## src/rtl/wh_pkg.sv

```systemverilog
package wh_pkg;
    localparam int FLIT_DW = 32;

    typedef enum logic [1:0] {
        FT_IDLE = 2'b00,
        FT_HEAD = 2'b01,
        FT_BODY = 2'b10,
        FT_TAIL = 2'b11
    } ftype_e;

    typedef struct packed {
        ftype_e              kind;
        logic [FLIT_DW-1:0]  data;
    } flit_t;
endpackage

```

## src/rtl/wh_fifo.sv

```systemverilog
module wh_fifo #(
    parameter int WIDTH = 34,
    parameter int DEPTH = 4
) (
    input  logic             clk,
    input  logic             rst_n,
    input  logic             push,
    input  logic [WIDTH-1:0] din,
    output logic             full,
    input  logic             pop,
    output logic [WIDTH-1:0] dout,
    output logic             empty
);
    localparam int AW = (DEPTH > 1) ? $clog2(DEPTH) : 1;
    localparam int CW = $clog2(DEPTH + 1);

    typedef struct packed {
        logic [AW-1:0] wr;
        logic [AW-1:0] rd;
        logic [CW-1:0] cnt;
    } fifo_st_t;

    fifo_st_t         st_d, st_q;
    logic [WIDTH-1:0] mem [DEPTH];
    logic             wr_en, rd_en;

    function automatic logic [AW-1:0] step(input logic [AW-1:0] p);
        return (p == AW'(DEPTH - 1)) ? '0 : p + 1'b1;
    endfunction

    assign full  = (st_q.cnt == CW'(DEPTH));
    assign empty = (st_q.cnt == '0);
    assign wr_en = push && !full;
    assign rd_en = pop && !empty;
    assign dout  = mem[st_q.rd];

    always_comb begin
        st_d = st_q;
        if (wr_en) st_d.wr = step(st_q.wr);
        if (rd_en) st_d.rd = step(st_q.rd);
        case ({wr_en, rd_en})
            2'b10:   st_d.cnt = st_q.cnt + 1'b1;
            2'b01:   st_d.cnt = st_q.cnt - 1'b1;
            default: ;
        endcase
    end

    always_ff @(posedge clk) begin
        if (!rst_n) st_q <= '0;
        else        st_q <= st_d;
    end

    always_ff @(posedge clk) begin
        if (wr_en) mem[st_q.wr] <= din;
    end
endmodule

```

## src/rtl/wh_route.sv

```systemverilog
module wh_route #(
    parameter int         NUM_DOWN  = 4,
    parameter logic [7:0] NODE_ADDR = 8'h40,
    parameter int         SUB_BITS  = 4
) (
    input  logic [7:0]        dest,
    output logic [NUM_DOWN:0] sel
);
    localparam int SEL_W = $clog2(NUM_DOWN);

    always_comb begin
        sel = '0;
        if ((dest >> SUB_BITS) == (NODE_ADDR >> SUB_BITS))
            sel[dest[SUB_BITS-1 -: SEL_W]] = 1'b1;
        else
            sel[NUM_DOWN] = 1'b1;
    end
endmodule

```

## src/rtl/wh_rr_arb.sv

```systemverilog
module wh_rr_arb #(
    parameter int N = 5
) (
    input  logic         clk,
    input  logic         rst_n,
    input  logic [N-1:0] req,
    input  logic         take,
    output logic [N-1:0] gnt,
    output logic         any
);
    localparam int PW = $clog2(N);

    typedef struct packed {
        logic [PW-1:0] ptr;
    } arb_st_t;

    arb_st_t st_d, st_q;

    always_comb begin
        gnt = '0;
        any = 1'b0;
        for (int k = 0; k < N; k++) begin
            if (!any && req[PW'((int'(st_q.ptr) + k) % N)]) begin
                gnt[PW'((int'(st_q.ptr) + k) % N)] = 1'b1;
                any = 1'b1;
            end
        end
    end

    always_comb begin
        st_d = st_q;
        for (int j = 0; j < N; j++) begin
            if (take && gnt[j]) st_d.ptr = (j == N - 1) ? '0 : PW'(j + 1);
        end
    end

    always_ff @(posedge clk) begin
        if (!rst_n) st_q <= '0;
        else        st_q <= st_d;
    end
endmodule

```

## src/rtl/wh_csum.sv

```systemverilog
module wh_csum
    import wh_pkg::*;
(
    input  logic        clk,
    input  logic        rst_n,
    input  logic        fire,
    input  logic [1:0]  kind,
    input  logic [31:0] data,
    output logic        err
);
    typedef struct packed {
        logic [31:0] acc;
        logic        err;
    } cs_st_t;

    cs_st_t st_d, st_q;

    always_comb begin
        st_d     = st_q;
        st_d.err = 1'b0;
        if (fire) begin
            case (ftype_e'(kind))
                FT_HEAD: st_d.acc = data;
                FT_BODY: st_d.acc = st_q.acc ^ data;
                FT_TAIL: st_d.err = (st_q.acc != data);
                default: ;
            endcase
        end
    end

    always_ff @(posedge clk) begin
        if (!rst_n) st_q <= '0;
        else        st_q <= st_d;
    end

    assign err = st_q.err;
endmodule

```

## src/rtl/wh_switch.sv

```systemverilog
module wh_switch
    import wh_pkg::*;
#(
    parameter int         NUM_DOWN  = 4,
    parameter int         IN_DEPTH  = 4,
    parameter int         OUT_DEPTH = 2,
    parameter logic [7:0] NODE_ADDR = 8'h40,
    parameter int         SUB_BITS  = 4
) (
    input  logic                     clk,
    input  logic                     rst_n,
    input  logic [NUM_DOWN:0]        in_valid,
    output logic [NUM_DOWN:0]        in_ready,
    input  logic [NUM_DOWN:0][1:0]   in_type,
    input  logic [NUM_DOWN:0][31:0]  in_data,
    output logic [NUM_DOWN:0]        out_valid,
    input  logic [NUM_DOWN:0]        out_ready,
    output logic [NUM_DOWN:0][1:0]   out_type,
    output logic [NUM_DOWN:0][31:0]  out_data,
    output logic [NUM_DOWN:0]        csum_err
);
    localparam int NP = NUM_DOWN + 1;
    localparam int IW = $clog2(NP);
    localparam int FW = $bits(flit_t);

    typedef struct packed {
        logic [NP-1:0]         busy;
        logic [NP-1:0][IW-1:0] owner;
    } sw_st_t;

    sw_st_t st_d, st_q;

    flit_t                 ifront [NP];
    flit_t                 obuf_din [NP];
    logic [FW-1:0]         ifront_raw [NP];
    logic [FW-1:0]         obuf_raw [NP];
    logic [NP-1:0]         iempty, ifull, ipop, ipush;
    logic [NP-1:0][NP-1:0] route;
    logic [NP-1:0][NP-1:0] req;
    logic [NP-1:0][NP-1:0] gnt;
    logic [NP-1:0]         any, take, move, tail_move, ofull, oempty;
    logic [NP-1:0][IW-1:0] src;
    logic [NP-1:0]         owns;
    logic [NP-1:0]         busy_q;
    logic [NP-1:0][IW-1:0] owner_q;

    assign busy_q  = st_q.busy;
    assign owner_q = st_q.owner;

    for (genvar i = 0; i < NP; i++) begin : g_in
        assign in_ready[i] = !ifull[i];
        assign ipush[i]    = in_valid[i] && !ifull[i] && (in_type[i] != FT_IDLE);
        assign ifront[i]   = flit_t'(ifront_raw[i]);

        wh_fifo #(.WIDTH(FW), .DEPTH(IN_DEPTH)) u_ifq (
            .clk   (clk),
            .rst_n (rst_n),
            .push  (ipush[i]),
            .din   ({in_type[i], in_data[i]}),
            .full  (ifull[i]),
            .pop   (ipop[i]),
            .dout  (ifront_raw[i]),
            .empty (iempty[i])
        );

        wh_csum u_cs (
            .clk   (clk),
            .rst_n (rst_n),
            .fire  (ipush[i]),
            .kind  (in_type[i]),
            .data  (in_data[i]),
            .err   (csum_err[i])
        );

        wh_route #(.NUM_DOWN(NUM_DOWN), .NODE_ADDR(NODE_ADDR), .SUB_BITS(SUB_BITS)) u_rt (
            .dest (ifront[i].data[31:24]),
            .sel  (route[i])
        );
    end

    for (genvar o = 0; o < NP; o++) begin : g_out
        wh_rr_arb #(.N(NP)) u_arb (
            .clk   (clk),
            .rst_n (rst_n),
            .req   (req[o]),
            .take  (take[o]),
            .gnt   (gnt[o]),
            .any   (any[o])
        );

        wh_fifo #(.WIDTH(FW), .DEPTH(OUT_DEPTH)) u_obuf (
            .clk   (clk),
            .rst_n (rst_n),
            .push  (move[o]),
            .din   (obuf_din[o]),
            .full  (ofull[o]),
            .pop   (out_valid[o] && out_ready[o]),
            .dout  (obuf_raw[o]),
            .empty (oempty[o])
        );

        assign out_valid[o] = !oempty[o];
        assign out_type[o]  = obuf_raw[o][FW-1 -: 2];
        assign out_data[o]  = obuf_raw[o][31:0];
    end

    // Requests: a waiting head asks only for its routed port, and never while its input holds a lock.
    always_comb begin
        owns = '0;
        for (int o = 0; o < NP; o++) begin
            if (st_q.busy[o]) owns[st_q.owner[o]] = 1'b1;
        end
        for (int o = 0; o < NP; o++) begin
            for (int i = 0; i < NP; i++) begin
                req[o][i] = !iempty[i] && (ifront[i].kind == FT_HEAD) && !owns[i] && route[i][o];
            end
        end
    end

    // Path selection, flit movement and lock next state.
    always_comb begin
        logic [IW-1:0] gidx;
        st_d = st_q;
        ipop = '0;
        for (int o = 0; o < NP; o++) begin
            gidx = '0;
            for (int j = 0; j < NP; j++) begin
                if (gnt[o][j]) gidx = IW'(j);
            end
            take[o]      = !st_q.busy[o] && any[o];
            src[o]       = st_q.busy[o] ? st_q.owner[o] : gidx;
            move[o]      = (st_q.busy[o] || any[o]) && !iempty[src[o]] && !ofull[o];
            obuf_din[o]  = ifront[src[o]];
            tail_move[o] = move[o] && (ifront[src[o]].kind == FT_TAIL);
            if (move[o]) ipop[src[o]] = 1'b1;
            if (tail_move[o]) begin
                st_d.busy[o] = 1'b0;
            end else if (take[o]) begin
                st_d.busy[o]  = 1'b1;
                st_d.owner[o] = gidx;
            end
        end
    end

    always_ff @(posedge clk) begin
        if (!rst_n) st_q <= '0;
        else        st_q <= st_d;
    end
endmodule

```

## config.mk

```make
export PLATFORM = sky130hd
export DESIGN_NAME = wh_switch
export DESIGN_NICKNAME = d
export VERILOG_FILES = /design/src/rtl/wh_pkg.sv /design/src/rtl/wh_fifo.sv /design/src/rtl/wh_route.sv /design/src/rtl/wh_rr_arb.sv /design/src/rtl/wh_csum.sv /design/src/rtl/wh_switch.sv
export SDC_FILE = /design/constraint.sdc
export NUM_CORES = 2
export LEC_CHECK = 0
export BUFFER_PORTS_ARGS = -buffer_cell sky130_fd_sc_hd__buf_4
export CAP_MARGIN = 40
export CORE_MARGIN = 1
export CORE_UTILIZATION = 51
export CTS_BUF_LIST = sky130_fd_sc_hd__clkbuf_16
export DETAILED_ROUTE_END_ITERATION = 7
export GPL_TIMING_DRIVEN = 0
export PLACE_DENSITY = 0.73
export SLEW_MARGIN = 20
export SYNTH_ARGS = -nofsm -noshare
export SYNTH_HDL_FRONTEND = slang
export SYNTH_SLANG_ARGS = --single-unit
```

## constraint.sdc

```tcl
create_clock -name clk -period 7.84 [get_ports clk]
set_input_delay 0 -clock clk [delete_from_list [all_inputs] [get_ports clk]]
set_output_delay 0 -clock clk [all_outputs]
set_load 0.05 [all_outputs]
```

==> results.md <==
- Switching power: between 7 and 8 mW
- Area growth from synthesis to layout: 22.01%
- Area contributors post-synth: sky130_fd_sc_hd__edfxtp_1, sky130_fd_sc_hd__dfxtp_1, sky130_fd_sc_hd__mux4_2, sky130_fd_sc_hd__mux2i_1, sky130_fd_sc_hd__mux2_2
- Timing-limited maximum frequency: 131.7 MHz
- Worst-case setup slack after placement: -1.020 ns
- WL/cell: around 29 um
- Final Cell Area: 82000 um2
- Minimum clock period: ~7.6 ns
- TritonCTS buffer count: 137
- Number of top-level pins: between 300 and 400
- Most frequent cells after synthesis: sky130_fd_sc_hd__edfxtp_1, sky130_fd_sc_hd__nand2_1, sky130_fd_sc_hd__a21oi_1
- Slew headroom: 0.3369
- Status: finished with violations
- Max FO, Critical Path: 10
- Power Dens Cells: approximately 270 nW/um2
- Highest metal layer with signal wires: met5
- Count of synthesis-stage warnings from yosys: 0
- Congestion Overflow GR: 0
- Setup TNS Final: 0 ns
- Post-synth net total: 5997
- Part of the Yosys area used for sequential elements: 0.5362
- Part of the total power dissipated in the clock network: 0.300
- Type of the setup path with the least slack: reg -> reg
- Cell at the root of the clock tree: sky130_fd_sc_hd__clkbuf_16
- Most frequent cell after synthesis: sky130_fd_sc_hd__edfxtp_1
- Share of total power in combinational logic: 0.315
- Net switching fraction of the power: 0.3567
- Placeable core region: around 130000 um2
- Number of detailed-routing iterations run before antenna repair: 8
- Deepest level of the CTS H-tree: 4
- Die Outline Area: ~130000 um2
- Cell area after placement: 73270 um2
- RePlAce Congestion: just over 1
- Number of endpoints failing setup at the final stage: 0
- Number of instances in the synthesized netlist: 5666
- Initial cell density of the core: 0.5164
- Number of antenna violations at the first check in global routing: 9
- Met2 wire length: ~110 mm
- GRT Overall Usage: 0.3663
- Top cell type by total area after synthesis: sky130_fd_sc_hd__edfxtp_1
- Setup clock skew after layout: between 0.04 and 0.05 ns
- Vias in the first global route: 53.01k
- Setup crit end kind: register
- Global-route wire length before repair: around 350 mm
- Netlist cell types: roughly 110
- DRC violations left: 9
- Later-pin clock latency in the skew report: ~0.8 ns
- Synth Area per Inst: 11.86 um2
- EDFF count, synth: 1020
- Total via count after detailed routing: 55.14k
- Total length of routed met3 wires: around 29 mm
- Internal power summed over all cells: about 14 mW
- Worst hold path type: in -> reg
- Post-synth top area share: 0.4557
- Max-cap violations: 0
- Arrival time at the worst endpoint: about 8.0 ns
- Number of register bits inferred by synthesis: ~1.3k
- DRT antenna net count: 0
- CTS sink count: 1290
- Post-detail-place hpwl: approximately 180 mm
- Sequential power share: 0.385
- Total length of routed wires: 248.8 mm
- Worst Slack Setup Final: 0.2448 ns
- Failing checks: DRC
- Portion of the clock cycle consumed by the worst path in the final layout: 0.9688
- M1 WL: around 91 mm
- Cell row count: 132
- Ys flop type: sky130_fd_sc_hd__edfxtp_1
- Layout net count: a little under 7k
- VDD IR max: ~0.28 mV
- Clock input transition at the sequential cells of the worst setup and hold paths: about 0.060 ns
- Required time of the critical path: 8.23 ns
- Detailed router's first-iteration violation count: slightly above 8k
- Share of flip-flops with an asynchronous set or reset: 0
- Vertical die dimension: approximately 370 um
- Leakage component of the power: approximately 28 nW
- Layout cells sized above 1: 0.1831
- Synth Cell Area: between 60000 and 70000 um2
- Total count of hold-check failures in the final report: 0
- CTS tree: yes
- Slew at the pin with the worst max-slew slack: between 0.9 and 1 ns
- Pins over their slew limit: 0
- Clock Tree Buf Depth: 3
- Input/output buffers: about 370
- Post-Route Utilization: 0.6301
- CP Launch Type: register
- Die boundary width: 365.0 um
- Vias per cell: 6.496
- Maximum number of pins on one net before global-route repair: 28
-- final timing paths --
check,from,to,slack (ns),cells after the start
worst max-delay path,g_out[1].u_arb.st_q[0],g_out[1].u_obuf.mem[1][29],0.24,23
worst min-delay path,in_data[51],g_in[1].u_cs.st_q[20],0.04,4
worst max register to register,g_out[1].u_arb.st_q[0],g_out[1].u_obuf.mem[1][29],0.24,23
worst min register to register,g_in[0].u_ifq.st_q[4],g_in[0].u_ifq.st_q[4],0.49,2
-- sequential cells by signal (all words and copies together), names as in the netlist, named ones only --
name and count:
g_out.u_obuf.mem 340, g_in.u_cs.st_q 160, g_in.u_ifq.st_q 35, g_out.u_obuf.st_q 20, owner_q 15, g_in.u_cs.err 5, g_in.u_ifq.mem 680, g_out.u_arb.st_q 15
busy_q 5
-- power groups by stage --
stage	Sequential, mW	Combinational (mW)	Clock, mW
floorplan	8.56	3.82	0
global placement	8.61	6.07	0
detailed placement	8.61	6.37	0
CTS	8.47	6.58	6.62
global route	8.52	7.11	6.89
finish	8.48	6.94	6.60
-- logic make-up after synthesis --
kind of cell / after synthesis / share of synthesized area
buf+inv: 490 / 0.02856
mux: 686 / 0.1378
xor+xnor: 227 / 0.02958
fa+ha+maj: 149 / 0.02841
compound gates: 1357 / 0.1272
simple gates: 1467 / 0.1123
flops: 1290 / 0.5362
-- worst max-delay path, stage by stage, from the launching register on --
cell                       delay, ns
sky130_fd_sc_hd__dfxtp_1        0.41
sky130_fd_sc_hd__clkbuf_1       0.37
sky130_fd_sc_hd__clkinv_1       0.41
sky130_fd_sc_hd__ha_2           0.57
sky130_fd_sc_hd__inv_1          0.16
sky130_fd_sc_hd__ha_1           0.21
sky130_fd_sc_hd__inv_1          0.05
sky130_fd_sc_hd__ha_1           0.21
sky130_fd_sc_hd__a211o_1        0.29
sky130_fd_sc_hd__a221o_1        0.36
sky130_fd_sc_hd__or2_2          0.27
sky130_fd_sc_hd__clkbuf_1       0.17
sky130_fd_sc_hd__mux2i_1        0.27
sky130_fd_sc_hd__o221ai_1       0.22
sky130_fd_sc_hd__nor2_1         0.38
sky130_fd_sc_hd__a21oi_1        0.28
sky130_fd_sc_hd__a32oi_2        0.44
sky130_fd_sc_hd__buf_2          0.41
sky130_fd_sc_hd__buf_2          0.44
sky130_fd_sc_hd__buf_2          0.41
sky130_fd_sc_hd__mux2i_1        0.24
sky130_fd_sc_hd__nor2_1         0.06
sky130_fd_sc_hd__a21oi_1        0.15
sky130_fd_sc_hd__o21ai_0        0.39
-- layer usage --
layer  track usage  vias to the layer above
li1              -                    23540
met3        0.1062                      871
met4        0.2312                       16
met5             0                        -
met2        0.5567                     3780
met1        0.4599                    26940
-- through the flow --
stage | std cells | total power [mW] | hold slack (ns)
after floorplan | 5666 | 12.38 | 0.09887
after global placement | 7774 | 14.68 | 0.2308
after detailed placement | 7845 | 14.97 | 0.2336
after CTS | 8468 | 21.67 | 0.00005851
after global routing | 8486 | 22.51 | 0.01819
final | 8489 | 22.02 | 0.03585
-- layout by cell type (no fill, tap or decap), types with 102 or more instances in the layout --
master and count:
sky130_fd_sc_hd__clkbuf_16 138, sky130_fd_sc_hd__nand2_1 464, sky130_fd_sc_hd__nor2_1 234, sky130_fd_sc_hd__buf_4 392
sky130_fd_sc_hd__ha_1 140, sky130_fd_sc_hd__edfxtp_1 1020, sky130_fd_sc_hd__clkbuf_1 252, sky130_fd_sc_hd__inv_1 164
sky130_fd_sc_hd__xnor2_1 208, sky130_fd_sc_hd__mux2_2 192, sky130_fd_sc_hd__mux2i_1 320, sky130_fd_sc_hd__nor2b_1 182
sky130_fd_sc_hd__dfxtp_1 268, sky130_fd_sc_hd__a21oi_1 424, sky130_fd_sc_hd__dlygate4sd3_1 366, sky130_fd_sc_hd__o21ai_0 382
sky130_fd_sc_hd__a22oi_1 102, sky130_fd_sc_hd__mux4_2 172
-- cell type report --
| type | count | area, um2 |
|---|---|---|
| Fill cell | 9754 | 48140 |
| Sequential cell | 1290 | 36040 |
| Tap cell | 1742 | 2180 |
| Clock inverter | 116 | 1100 |
| Timing Repair Buffer | 829 | 7650 |
| Buffer | 336 | 1366 |
| Clock buffer | 138 | 3453 |
| Inverter | 149 | 568.0 |
| Antenna cell | 3 | 7.507 |
| Multi-Input combinational cell | 3886 | 29640 |
-- timing repair --
item                                    in CTS  in global routing
pin swaps                                    4                  6
hold buffers                               366                  0
gates resized for setup                     26                 44
endpoints found under the setup margin     264                267
endpoints found under the hold margin      882                  0
setup buffers                                5                 11
Note: power is estimated with default switching activity, not from simulation.
